### src/rtl/xv_pkg.sv
// Shared types for the transfer verifier.
// Assumes: one verify in flight at a time.
package xv_pkg;

    typedef enum logic [3:0] {
        ST_IDLE,
        ST_W_WR,
        ST_W_RD,
        ST_W_CHK,
        ST_R_RD1,
        ST_R_RD2,
        ST_R_CMP,
        ST_R_RD3,
        ST_R_VOTE
    } xv_state_t;

    typedef enum logic {
        MODE_WRITE = 1'b0,
        MODE_READ  = 1'b1
    } xv_mode_t;

endpackage

### src/rtl/xv_seq.sv
// Sequencer: walks one verify through its memory accesses.
// Assumes: memory read data arrives exactly one cycle after a read strobe,
// and writes complete in the cycle they are strobed.
module xv_seq
    import xv_pkg::*;
(
    input  logic      clk,
    input  logic      rst_n,
    input  logic      req_i,
    input  logic      mode_i,
    input  logic      disagree_i,
    output xv_state_t state_o,
    output logic      accept_o,
    output logic      mem_en_o,
    output logic      mem_we_o,
    output logic      cap_first_o,
    output logic      cap_second_o,
    output logic      finish_o
);

    xv_state_t state, nxt;

    // state register
    always_ff @(posedge clk) begin
        if (!rst_n) state <= ST_IDLE;
        else        state <= nxt;
    end

    // next-state choice
    always_comb begin
        nxt = state;
        unique case (state)
            ST_IDLE:   if (req_i) nxt = (mode_i == MODE_READ) ? ST_R_RD1 : ST_W_WR;
            ST_W_WR:   nxt = ST_W_RD;
            ST_W_RD:   nxt = ST_W_CHK;
            ST_W_CHK:  nxt = ST_IDLE;
            ST_R_RD1:  nxt = ST_R_RD2;
            ST_R_RD2:  nxt = ST_R_CMP;
            ST_R_CMP:  nxt = disagree_i ? ST_R_RD3 : ST_IDLE;
            ST_R_RD3:  nxt = ST_R_VOTE;
            ST_R_VOTE: nxt = ST_IDLE;
            default:   nxt = ST_IDLE;
        endcase
    end

    // memory strobes and datapath controls decoded from state
    always_comb begin
        accept_o     = (state == ST_IDLE) && req_i;
        mem_en_o     = (state == ST_W_WR) || (state == ST_W_RD) ||
                       (state == ST_R_RD1) || (state == ST_R_RD2) ||
                       (state == ST_R_RD3);
        mem_we_o     = (state == ST_W_WR);
        cap_first_o  = (state == ST_R_RD2);
        cap_second_o = (state == ST_R_CMP);
        finish_o     = (state == ST_W_CHK) || (state == ST_R_VOTE) ||
                       ((state == ST_R_CMP) && !disagree_i);
    end

    assign state_o = state;


    wr_then_rd_chk: assert property (@(posedge clk) disable iff (!rst_n)
        mem_we_o |=> (mem_en_o && !mem_we_o));


    third_rd_cause_chk: assert property (@(posedge clk) disable iff (!rst_n)
        (state == ST_R_RD3) |-> $past(disagree_i));


    busy_ignore_chk: assert property (@(posedge clk) disable iff (!rst_n)
        (state != ST_IDLE && req_i) |=> (state != ST_W_WR && state != ST_R_RD1));

endmodule

### src/rtl/xv_judge.sv
// Judge: compares readings and picks the result for the current state.
// Assumes: first/second readings are already captured when the vote runs.
module xv_judge
    import xv_pkg::*;
#(
    parameter int DATA_W = 16
)(
    input  xv_state_t         state_i,
    input  logic [DATA_W-1:0] expect_i,
    input  logic [DATA_W-1:0] first_i,
    input  logic [DATA_W-1:0] second_i,
    input  logic [DATA_W-1:0] rdata_i,
    output logic              disagree_o,
    output logic              err_o,
    output logic              unres_o,
    output logic [DATA_W-1:0] mask_o,
    output logic [DATA_W-1:0] value_o
);

    // per-state comparison and selection
    always_comb begin
        disagree_o = 1'b0;
        err_o      = 1'b0;
        unres_o    = 1'b0;
        mask_o     = '0;
        value_o    = rdata_i;
        unique case (state_i)
            ST_W_CHK: begin
                mask_o  = rdata_i ^ expect_i;
                err_o   = |mask_o;
                value_o = rdata_i;
            end
            ST_R_CMP: begin
                disagree_o = (first_i != rdata_i);
                value_o    = first_i;
            end
            ST_R_VOTE: begin
                mask_o = first_i ^ second_i;
                err_o  = |mask_o;
                if (rdata_i == second_i) begin
                    value_o = second_i;
                end else if (rdata_i == first_i) begin
                    value_o = first_i;
                end else begin
                    value_o = second_i;
                    unres_o = 1'b1;
                end
            end
            default: ;
        endcase
    end

endmodule

### src/rtl/xv_errcnt.sv
// Error counter: saturating count of failed verifies, with clear.
// Assumes: clear wins over a same-cycle increment.
module xv_errcnt #(
    parameter int CNT_W = 8
)(
    input  logic             clk,
    input  logic             rst_n,
    input  logic             clr_i,
    input  logic             inc_i,
    output logic [CNT_W-1:0] cnt_o
);

    localparam logic [CNT_W-1:0] CNT_MAX = {CNT_W{1'b1}};

    // count update
    always_ff @(posedge clk) begin
        if (!rst_n)                         cnt_o <= '0;
        else if (clr_i)                     cnt_o <= '0;
        else if (inc_i && cnt_o != CNT_MAX) cnt_o <= cnt_o + 1'b1;
    end


    cnt_sat_chk: assert property (@(posedge clk) disable iff (!rst_n)
        (cnt_o == CNT_MAX && !clr_i) |=> (cnt_o == CNT_MAX));


    cnt_clr_chk: assert property (@(posedge clk) disable iff (!rst_n)
        clr_i |=> (cnt_o == '0));

endmodule

### src/rtl/xv_top.sv
// Transfer verifier top: write read-back check and three-read arbitration.
// Assumes: a single memory port with one-cycle read latency; results are
// held from one done pulse until the next.
module xv_top #(
    parameter int DATA_W = 16,
    parameter int ADDR_W = 12,
    parameter int CNT_W  = 8
)(
    input  logic              clk,
    input  logic              rst_n,
    input  logic              req_i,
    input  logic              req_mode_i,
    input  logic [ADDR_W-1:0] req_addr_i,
    input  logic [DATA_W-1:0] req_data_i,
    input  logic              clr_cnt_i,
    output logic              mem_en_o,
    output logic              mem_we_o,
    output logic [ADDR_W-1:0] mem_addr_o,
    output logic [DATA_W-1:0] mem_wdata_o,
    input  logic [DATA_W-1:0] mem_rdata_i,
    output logic              done_o,
    output logic              err_o,
    output logic              unresolved_o,
    output logic [DATA_W-1:0] err_mask_o,
    output logic [ADDR_W-1:0] err_addr_o,
    output logic [DATA_W-1:0] value_o,
    output logic [CNT_W-1:0]  err_cnt_o
);
    import xv_pkg::*;

    xv_state_t         st;
    logic              accept, cap_first, cap_second, finish, disagree;
    logic              j_err, j_unres;
    logic [DATA_W-1:0] j_mask, j_value;
    logic [ADDR_W-1:0] addr_q;
    logic [DATA_W-1:0] data_q, first_q, second_q;

    xv_seq i_seq (
        .clk          (clk),
        .rst_n        (rst_n),
        .req_i        (req_i),
        .mode_i       (req_mode_i),
        .disagree_i   (disagree),
        .state_o      (st),
        .accept_o     (accept),
        .mem_en_o     (mem_en_o),
        .mem_we_o     (mem_we_o),
        .cap_first_o  (cap_first),
        .cap_second_o (cap_second),
        .finish_o     (finish)
    );

    xv_judge #(.DATA_W(DATA_W)) i_judge (
        .state_i    (st),
        .expect_i   (data_q),
        .first_i    (first_q),
        .second_i   (second_q),
        .rdata_i    (mem_rdata_i),
        .disagree_o (disagree),
        .err_o      (j_err),
        .unres_o    (j_unres),
        .mask_o     (j_mask),
        .value_o    (j_value)
    );

    xv_errcnt #(.CNT_W(CNT_W)) i_cnt (
        .clk   (clk),
        .rst_n (rst_n),
        .clr_i (clr_cnt_i),
        .inc_i (finish && j_err),
        .cnt_o (err_cnt_o)
    );

    // latch request fields on acceptance
    always_ff @(posedge clk) begin
        if (!rst_n) begin
            addr_q <= '0;
            data_q <= '0;
        end else if (accept) begin
            addr_q <= req_addr_i;
            data_q <= req_data_i;
        end
    end

    // capture the first and second readings
    always_ff @(posedge clk) begin
        if (!rst_n) begin
            first_q  <= '0;
            second_q <= '0;
        end else begin
            if (cap_first)  first_q  <= mem_rdata_i;
            if (cap_second) second_q <= mem_rdata_i;
        end
    end

    // register results and the done pulse
    always_ff @(posedge clk) begin
        if (!rst_n) begin
            done_o       <= 1'b0;
            err_o        <= 1'b0;
            unresolved_o <= 1'b0;
            err_mask_o   <= '0;
            err_addr_o   <= '0;
            value_o      <= '0;
        end else begin
            done_o <= finish;
            if (finish) begin
                err_o        <= j_err;
                unresolved_o <= j_unres;
                err_mask_o   <= j_mask;
                err_addr_o   <= addr_q;
                value_o      <= j_value;
            end
        end
    end

    assign mem_addr_o  = addr_q;
    assign mem_wdata_o = data_q;


    done_pulse_chk: assert property (@(posedge clk) disable iff (!rst_n)
        done_o |=> !done_o);


    hold_result_chk: assert property (@(posedge clk) disable iff (!rst_n)
        !done_o |-> ($stable(err_mask_o) && $stable(value_o) && $stable(err_addr_o)));


    unres_err_chk: assert property (@(posedge clk) disable iff (!rst_n)
        unresolved_o |-> err_o);


    mask_flag_chk: assert property (@(posedge clk) disable iff (!rst_n)
        done_o |-> (err_o == (err_mask_o != '0)));

endmodule

### config.mk
export PLATFORM = sky130hd
export DESIGN_NAME = xv_top
export DESIGN_NICKNAME = d
export VERILOG_FILES = /design/src/rtl/xv_pkg.sv /design/src/rtl/xv_seq.sv /design/src/rtl/xv_judge.sv /design/src/rtl/xv_errcnt.sv /design/src/rtl/xv_top.sv
export SDC_FILE = /design/constraint.sdc
export NUM_CORES = 1
export LEC_CHECK = 0
export ABC_CLOCK_PERIOD_IN_PS = 4550
export BUFFER_PORTS_ARGS = -buffer_cell sky130_fd_sc_hd__buf_2
export CAP_MARGIN = 30
export CORE_ASPECT_RATIO = 1.2
export CORE_MARGIN = 5
export CORE_UTILIZATION = 45
export CTS_CLUSTER_SIZE = 24
export DETAILED_ROUTE_END_ITERATION = 7
export PLACE_DENSITY = 0.68
export SETUP_SLACK_MARGIN = 0.05
export SYNTH_ARGS = -nofsm -noshare
export SYNTH_HDL_FRONTEND = slang
export SYNTH_HIERARCHICAL = 1
export SYNTH_SLANG_ARGS = --single-unit
### constraint.sdc
create_clock -name clk -period 4.55 [get_ports clk]
set_clock_uncertainty 0.1 [all_clocks]
set_input_delay 0.455 -clock clk [delete_from_list [all_inputs] [get_ports clk]]
set_output_delay 0.455 -clock clk [all_outputs]
set_load 0.05 [all_outputs]
==> results.yml, run 1 <==
run_status:
  status: "finished, final reports clean"
synthesis:
  synth_warnings: 6
  ys_dominant_reg_cell: "dfxtp_1"
  synth_top_family_by_area: "simple AND/OR/NAND/NOR gates"
  synth_nets: 636
  synth.avg_cell_area_um2: 10.4
  yosys.area_share.simple_pct: 21.8
  synth_adder_area_share_pct: 0.206
  yosysTopAreaCellShare_pct: 39.2
  synth-xor-area-share_pct: 9.36
  syn-instance-count: 586
  synth_edf_count: 0
  synthMuxAreaShare_pct: 17.9
  synth_compound_area_share_pct: 7.36
  syn_area_mm2: 0.00608
  synth_area_leaders: "dfxtp_1 39%, mux2i_1 18%, nor2b_1 12%"
  synth_seq_cells: 119
  synth_top_area_cell: "dfxtp_1"
  ys_seq_area_share_pct: 39.2
  async_flop_share_pct: 0
  ys_types: 47
power_and_ir_drop:
  vdd_drop_max_mv: 0.253
  powerDensity_mw_per_mm2: 404
  p_leak_nw: 2.95
worst_setup_path:
  setup.worst_path.class: "flop to flop"
  r2r-start: "first_q[15]$_SDFFE_PN0P_"
  rr_worst_depth: 10
  start_kind: "flop"
  critical-path-max-stage-delay_ps: 640
  ff2ff_setup_slack_ps: 1400
  required_ps: 4750
  r2r_end: "err_addr_o[11]$_SDFFE_PN0P_"
  cp_max_fo: 47
  end_kind: "flop"
  critPathSlowestCell: "buf_4"
  worst_ep_arrival_time_ps: 3350
  crit_chain: "xnor2_1 > nand4_1 > nor4_4 > nor2b_1 > and3b_1 > mux2i_1 > o21ai_4 > buf_4 > mux2i_1 > nor2b_1"
die:
  rows: 46
  die_y_um: 137
  coreArea_mm2: 0.0132
  fp.dieW_um: 116
  die-area_mm2: 0.0160
  start_util_pct: 46.0
  pin_count: 134
detailed_routing:
  remaining_drc_errors: 0
  viasPerCell: 5.24
  ant_nets: 0
  wl_per_cell_um: 17.3
  routed_wl_um: 15400
  drt_iter0_drc: 306
  dr.pass1.iters: 4
  via_count: 4680
finish:
  drive_gt1_share_pct: 26.2
  nFillCells: 1174
  final_nets: 762
  final_common_cell: "buf_2"
  insertedDiodeCount: 0
  synthToLayoutAreaGrowth_pct: 22.4
  final_cell_mix: "133 x buf_2, 119 x dfxtp_1, 112 x nor2b_1, 109 x mux2i_1, 33 x xor2_1"
sta:
  hold-worst-slack_ps: 186
  slew_violations: 0
  clock.fmax_mhz: 317
  worst_pin_slew_ps: 935
  finalSetupTns_ps: 0
  finalSetupViolCount: 0
  fin_crit_sh_pct: 69.3
  hold_viol: 0
  slew_headroom_pct: 37.7
  fin_crit_ps: 3150
  rsz0062_at_grt: "no"
grt:
  grt_max_degree: 76
  grt_pass1_vias: 4688
  globalRouteMet1Util_pct: 25.1
  grt_pass1_wl_um: 24500
  busiest_layer: "met2"
  grt_use_total_pct: 20.0
  use_met2_pct: 32.3
  grt.overflow.total: 0
  met3_usage_pct: 4.66
  antenna_found_initial: 0
worst_hold_path:
  hold_start: "req_mode_i"
  hp-class: "primary input to flop"
  hold_end: "i_seq/state_o[0]$_SDFFE_PN0P_"
  hold_depth: 2
placed_design:
  hpwl_um: 11300
  port_buffers: 133
  routabilityCongestion: 0.863
run:
  maxCapViolations: 0
clock_tree:
  cts.sinks: 119
  clkLatencyLatePin_ps: 410
  cts_made_buffers: 17
  cts_setup_buffers: 0
  tritoncts: "built"
  clk_pin_slew_worst_paths_ps: 50
  htreeDepth: 4
  cts_resized: 0
  clock-root-buffer: "clkbuf_16"
  ctsLongestPathBuffers: 2
  ctsHoldBuffers: 0
==> cells in the mapped netlist (2+ instances only) <==
cell and instances:
dfxtp_1 119, nor2b_1 112, mux2i_1 109, xor2_1 33, xnor2_1 32, and2_1 17
a221o_1 16, clkbuf_1 13, nand2_1 12, nand4_1 9, nand2b_1 8, nor2_1 8
a21oi_1 7, buf_6 7, o21ai_0 7, o22ai_1 7, a32o_1 6, buf_2 6
nor3_1 6, buf_4 5, nand3_1 5, nor4_1 5, and4_1 4, and3b_1 3
buf_12 3, nor4_4 3, a31oi_1 2, and3_1 2, nor4_2 2
==> critical path: cells and delay by family (launching register included) <==
| family | cells | cell delay [ps] |
|---|---|---|
| AND/OR/NAND/NOR | 5 | 1110 |
| XOR/XNOR | 1 | 240 |
| flip-flops | 1 | 350 |
| AO/OA/AOI/OAI | 1 | 140 |
| multiplexers | 2 | 390 |
| buffers and inverters | 1 | 640 |
==> per-layer routing <==
layer / wire length, um / part of all wire (%)
met3: 910 / 5.9
met1: 6570 / 43
met4: 393 / 2.5
met5: 0 / 0
met2: 7560 / 49
==> sequential cells by signal, indices dropped and copies added, names as in the netlist <==
signal         count
unresolved_o       1
mem_addr_o        12
mem_wdata_o       16
value_o           16
err_mask_o        16
i_seq/state_o      4
err_addr_o        12
err_o              1
i_cnt/cnt_o        8
done_o             1
first_q           16
second_q          16
==> worst max-delay path by stage <==
stage                                   from                          end  slack, ps  depth (start not counted)
floorplan                    mem_rdata_i[15]  i_cnt/cnt_o[5]$_SDFFE_PP0P_       1550                         13
global placement             mem_rdata_i[15]     value_o[12]$_SDFFE_PN0P_       1180                         11
detailed placement           mem_rdata_i[15]  err_addr_o[10]$_SDFFE_PN0P_       1130                         11
CTS                  first_q[0]$_SDFFE_PN0P_   err_addr_o[4]$_SDFFE_PN0P_       1390                         10
global route        first_q[15]$_SDFFE_PN0P_  err_addr_o[10]$_SDFFE_PN0P_       1190                         10
finish              first_q[15]$_SDFFE_PN0P_  err_addr_o[11]$_SDFFE_PN0P_       1400                         10
==> logic make-up (layout without fill, tap and decap cells) <==
family	after synthesis	after routing
and+or+nand+nor	205	205
DFF	119	119
muxes	109	109
xor gates and xnor gates	65	65
AOI/OAI and AO/OA	53	53
buffers and inverters	34	173
adders and majority gates	1	1
==> through the flow <==
| step | setup slack, ps | utilization, % | area (um^2) | instances | power, W |
|---|---|---|---|---|---|
| 4_1_cts | 1390 | 56.1 | 7420 | 892 | 0.00304 |
| 6_report | 1400 | 56.2 | 7440 | 893 | 0.00301 |
| 3_5_place_dp | 1130 | 51.2 | 6780 | 860 | 0.00158 |
| 3_3_place_gp | 1180 | 51.1 | 6770 | 859 | 0.00157 |
| 5_1_grt | 1190 | 56.2 | 7440 | 893 | 0.00313 |
| 2_1_floorplan | 1550 | - | 6080 | 586 | 0.00146 |
==> power breakdown <==
part           total [W]  switching [W]  internal, W
registers        0.00112      0.0000420      0.00108
clock network    0.00145       0.000470     0.000982
logic           0.000436       0.000275     0.000161
==> final cells by class <==
class | instances | area (um^2) | area share, %
multi-input combinational | 433 | 3460 | 46.5
clock buffer | 19 | 443 | 5.95
tap | 168 | 210 | 2.82
clock inverter | 13 | 203 | 2.72
timing repair buffer | 141 | 742 | 9.97
sequential | 119 | 2380 | 32.0
Power figures use the tool's default switching activity.
==> run 2: changes to the inputs <==
ABC_CLOCK_PERIOD_IN_PS = 2800   (was 4550)
PLACE_DENSITY = 0.71   (was 0.68)
clock period = 2.8 ns   (was 4.55 ns; I/O delays follow)
==> run 2 against run 1 <==
  * Clock power up 76%
  * Hold slack worse by 160 ps
  * Via count up 3.2%
  * Highest routed layer unchanged
  * Clock-buffer cell count unchanged
  * Combinational power up 73%
  * First-iteration DRC count down 13%
  * Critical path depth up 1
  * Global-route usage up 0.23 points
  * Power up 70%
  * Sequential share of layout area down 0.84 points
  * Flip-flop and latch count unchanged
  * Utilization up 1.9 points
  * Critical path type unchanged
==> results.yml, run 2 (synthesis gave the netlist of run 1 again) <==
run_status:
  status: "finished, final reports clean"
clock_tree:
  clk_pin_slew_worst_paths_ps: 60
  htreeDepth: 4
  ctsLongestPathBuffers: 2
  clkLatencyLatePin_ps: 410
  cts_made_buffers: 17
  tritoncts: "built"
  clock-root-buffer: "clkbuf_16"
  ctsHoldBuffers: 0
  cts.sinks: 119
grt:
  grt_pass1_vias: 4890
  grt_pass1_wl_um: 25100
  grt_max_degree: 85
  grt_use_total_pct: 20.2
  antenna_found_initial: 0
  grt.overflow.total: 0
detailed_routing:
  viasPerCell: 5.31
  routed_wl_um: 16000
  remaining_drc_errors: 0
  drt_iter0_drc: 265
  ant_nets: 0
  via_count: 4829
  wl_per_cell_um: 17.6
  dr.pass1.iters: 4
placed_design:
  dpl-instance-area_mm2: 0.00689
  place_ws_ps: -98.6
  hpwl_um: 11800
  port_buffers: 133
  routabilityCongestion: 0.882
worst_setup_path:
  worst_ep_arrival_time_ps: 2820
  end_kind: "flop"
  rr_worst_depth: 11
  start_kind: "flop"
  cp-startpoint: "first_q[14]$_SDFFE_PN0P_"
  r2r-start: "first_q[14]$_SDFFE_PN0P_"
  cp_max_fo: 17
  crit_chain: "xnor2_2 > nand4_1 > nor4_4 > nor2b_2 > and3b_2 > mux2i_1 > o21ai_4 > buf_4 > buf_4 > mux2i_1 > nor2b_1"
  setup.worst_path.class: "flop to flop"
  required_ps: 2990
  crit_path_end: "value_o[6]$_SDFFE_PN0P_"
  ff2ff_setup_slack_ps: 180
  r2r_end: "value_o[6]$_SDFFE_PN0P_"
  critical-path-max-stage-delay_ps: 380
  critPathSlowestCell: "dfxtp_2"
sta:
  fin_crit_sh_pct: 93.7
  slew_headroom_pct: 56.0
  finalSetupViolCount: 0
  rsz0062_at_grt: "no"
  final.setup.worst_slack_ps: 176
  hold_viol: 0
  slew_violations: 0
  fin_crit_ps: 2620
  clock.fmax_mhz: 381
  worst_pin_slew_ps: 660
finish:
  drive_gt1_share_pct: 30.8
  insertedDiodeCount: 0
  final_common_cell: "buf_2"
  final_nets: 778
  final_area_mm2: 0.00770
  final_cell_mix: "133 x buf_2, 111 x nor2b_1, 109 x mux2i_1, 107 x dfxtp_1, 33 x xor2_1"
  final_core_util_pct: 58.2
  synthToLayoutAreaGrowth_pct: 26.6
die:
  die_y_um: 137
  pin_count: 134
  coreArea_mm2: 0.0132
  start_util_pct: 46.0
  fp.dieW_um: 116
  die-area_mm2: 0.0160
  rows: 46
power_and_ir_drop:
  vdd_drop_max_mv: 0.504
  powerDensity_mw_per_mm2: 664
  p_leak_nw: 3.10
run:
  maxCapViolations: 0
worst_hold_path:
  hp-class: "primary input to flop"
-- run 2: cell count changes in the layout (fill, tap and decap cells not counted), moves of 2 or more --
cell	previous run	this run
buf_4	6	21
dfxtp_2	0	11
xnor2_2	0	7
dfxtp_1	119	107
xnor2_1	32	25
bufinv_16	5	7
-- run 2: repair_timing --
item | 4_1_cts | 5_1_grt
buffers inserted | 4 | 3
endpoints found under the setup margin | 1 | 27
pin swaps | 5 | 6
resized for setup | 7 | 11
cloned | 0 | 0
-- run 2: worst min path at each step --
stage                                           start                            end  cells past startpoint
after floorplan                            req_mode_i  i_seq/state_o[0]$_SDFFE_PN0P_                      1
after global placement    err_addr_o[11]$_SDFFE_PN0P_    err_addr_o[11]$_SDFFE_PN0P_                      2
after detailed placement      value_o[3]$_SDFFE_PN0P_        value_o[3]$_SDFFE_PN0P_                      2
after CTS                                  req_mode_i  i_seq/state_o[0]$_SDFFE_PN0P_                      2
after global routing                       req_mode_i  i_seq/state_o[0]$_SDFFE_PN0P_                      2
final                                   req_data_i[5]    mem_wdata_o[5]$_SDFFE_PN0P_                      3
-- run 2: layout make-up --
type,instances,area (um^2)
multi-input cells,433,3520
clock inverters,13,250
fillers,1180,5540
clock buffers,19,443
flip-flops and latches,119,2400
well taps,168,210
repair buffers,157,875
-- run 2: critical path: cells and delay by family (launching register included) --
family / cells / cell delay (ps)
flip-flops: 1 / 380
XOR/XNOR: 1 / 130
buffers and inverters: 2 / 410
multiplexers: 2 / 370
AO/OA/AOI/OAI: 1 / 160
AND/OR/NAND/NOR: 5 / 960
-- run 2: routing by layer --
metal / global-route usage, % / vias to the layer above / routed length [um]
met4: 9.28 / 0 / 495
met3: 4.83 / 34 / 945
met1: 24.8 / 2314 / 6780
met2: 33.4 / 138 / 7770
li1: - / 2343 / -
met5: 0 / - / 0
-- run 2: where the power goes --
group	leakage [nW]	internal (W)	total [W]	switching, W
clock network	0.337	0.00178	0.00255	0.000773
logic	1.79	0.000280	0.000754	0.000474
registers	0.970	0.00175	0.00181	0.0000535
total	3.10	0.00381	0.00511	0.00130
-- run 2: stage by stage --
stage | total power, W | setup TNS (ps) | cells | hold slack, ps
after CTS | 0.00515 | 0 | 906 | 9.39
after floorplan | 0.00238 | 0 | 586 | 271
final | 0.00511 | 0 | 909 | 29.5
after detailed placement | 0.00259 | -162 | 870 | 395
after global placement | 0.00257 | 0 | 869 | 393
after global routing | 0.00529 | 0 | 909 | 23.1
==> run 3: changes to the inputs <==
RECOVER_POWER = 25   (was unset)
==> run 3 against run 2 <==
  * Non-clock buffer count unchanged
  * Cell area decreased by 0.84%
  * Power about the same
  * Fmax about the same
  * Critical endpoint unchanged
  * Largest power group unchanged
  * Highest routed layer unchanged
==> results.yml, run 3 (synthesis gave the netlist of run 1 again) <==
clock_tree:
  tritoncts: "built"
  ctsHoldBuffers: 0
  clock-root-buffer: "clkbuf_16"
  ctsLongestPathBuffers: 2
  htreeDepth: 4
  clkLatencyLatePin_ps: 410
  cts_made_buffers: 17
  cts.sinks: 119
  clk_pin_slew_worst_paths_ps: 50
power_and_ir_drop:
  swShare_pct: 25.4
  p_int_w: 0.00381
  vdd_drop_max_mv: 0.504
  p_comb_share_pct: 14.7
  power_frac_seq_pct: 35.4
  clkPwrFrac_pct: 49.9
  p_leak_nw: 2.88
  powerDensity_mw_per_mm2: 669
  switchingPower_w: 0.00130
  finalPower_w: 0.00511
grt:
  grt_pass1_vias: 4890
  grt_max_degree: 85
  antenna_found_initial: 0
  grt.overflow.total: 0
  grt_pass1_wl_um: 25100
  grt_use_total_pct: 20.2
detailed_routing:
  drt_iter0_drc: 301
  via_count: 4817
  dr.pass1.iters: 4
  ant_nets: 0
  remaining_drc_errors: 0
  viasPerCell: 5.30
  routed_wl_um: 15900
  wl_per_cell_um: 17.5
run:
  maxCapViolations: 0
worst_setup_path:
  worst_ep_arrival_time_ps: 2820
  required_ps: 2990
  start_kind: "flop"
  end_kind: "flop"
  ff2ff_setup_slack_ps: 180
  r2r-start: "first_q[14]$_SDFFE_PN0P_"
  r2r_end: "value_o[6]$_SDFFE_PN0P_"
  setup.worst_path.class: "flop to flop"
  cp_max_fo: 17
  rr_worst_depth: 11
sta:
  finalSetupTns_ps: 0
  slew_headroom_pct: 14.3
  clock.fmax_mhz: 381
  rsz0062_at_grt: "no"
  slew_violations: 0
  fin_crit_sh_pct: 93.7
  finalSetupViolCount: 0
  worst_pin_slew_ps: 1290
  hold-worst-slack_ps: 28.8
  fin_crit_ps: 2620
  hold_viol: 0
  final.setup.worst_slack_ps: 177
die:
  fp.dieW_um: 116
  coreArea_mm2: 0.0132
  start_util_pct: 46.0
  die-area_mm2: 0.0160
  rows: 46
  pin_count: 134
  die_y_um: 137
placed_design:
  port_buffers: 133
  place_ws_ps: -98.6
  routabilityCongestion: 0.882
  hpwl_um: 11800
finish:
  final_common_cell: "nor2b_1"
  insertedDiodeCount: 0
  final_nets: 778
  synthToLayoutAreaGrowth_pct: 25.5
  multi_input_area_mm2: 0.00352
  drive_gt1_share_pct: 24.0
  nFillCells: 1196
  seq_area_mm2: 0.00240
  final_cell_mix: "111 x nor2b_1, 109 x mux2i_1, 107 x dfxtp_1, 83 x buf_2, 51 x clkbuf_1"
worst_hold_path:
  hold_end: "mem_wdata_o[0]$_SDFFE_PN0P_"
  hold_depth: 3
  hold_start: "req_data_i[0]"
  hp-class: "primary input to flop"
run_status:
  status: "finished, final reports clean"
run 3: cell count changes in the layout (fill, tap and decap cells not counted):
cell,delta
buf_2,-50
clkbuf_1,+50
buf_4,-1
clkbuf_2,+1
run 3: power groups by stage:
stage / combinational [W] / clock, W / sequential, W
floorplan: 0.000392 / 0 / 0.00199
global placement: 0.000729 / 0 / 0.00184
detailed placement: 0.000743 / 0 / 0.00184
CTS: 0.000750 / 0.00260 / 0.00181
global route: 0.000800 / 0.00268 / 0.00181
finish: 0.000751 / 0.00255 / 0.00181
run 3: critical path, cell delays in order, from the launching register on:
cell and delay [ps]:
dfxtp_2 380, xnor2_2 130, nand4_1 200, nor4_4 340, nor2b_2 90, and3b_2 250
mux2i_1 100, o21ai_4 160, buf_4 120, buf_4 290, mux2i_1 270, nor2b_1 70
run 3: area by class of cell:
type,instances,share of cell area [%]
multi-input cells,433,46.1
flip-flops and latches,119,31.4
repair buffers,157,10.6
clock buffers,19,5.80
clock inverters,13,3.28
well taps,168,2.75
run 3: timing repair:
item / CTS / global route
endpoints found under the setup margin: 1 / 27
resized for setup: 7 / 11
pin swaps: 5 / 6
setup buffers: 4 / 3
run 3: per-layer routing:
layer,GRT usage (%),vias up,part of all wire [%]
met2,33.4,147,49
met5,0,-,0
li1,-,2341,-
met4,9.28,0,3.1
met1,24.8,2296,42
met3,4.83,33,6.3
run 3: metrics by stage:
step                std cells  utilization [%]  area [um^2]
floorplan                 586                -         6090
global placement          869             51.9         6870
detailed placement        870             52.0         6890
CTS                       906             57.6         7620
global route              909             57.7         7630
finish                    909             57.7         7630
run 3: worst max-delay path by stage:
stage               slack, ps  depth (start not counted)                     endpoint                startpoint
floorplan                  60                         13  i_cnt/cnt_o[7]$_SDFFE_PP0P_   first_q[8]$_SDFFE_PN0P_
global placement           40                         12  i_cnt/cnt_o[7]$_SDFFE_PP0P_           mem_rdata_i[12]
detailed placement       -100                         12  i_cnt/cnt_o[5]$_SDFFE_PP0P_           mem_rdata_i[14]
CTS                        60                         11  i_cnt/cnt_o[5]$_SDFFE_PP0P_  first_q[15]$_SDFFE_PN0P_
global route               30                         11  i_cnt/cnt_o[5]$_SDFFE_PP0P_  first_q[14]$_SDFFE_PN0P_
finish                    180                         11      value_o[6]$_SDFFE_PN0P_  first_q[14]$_SDFFE_PN0P_
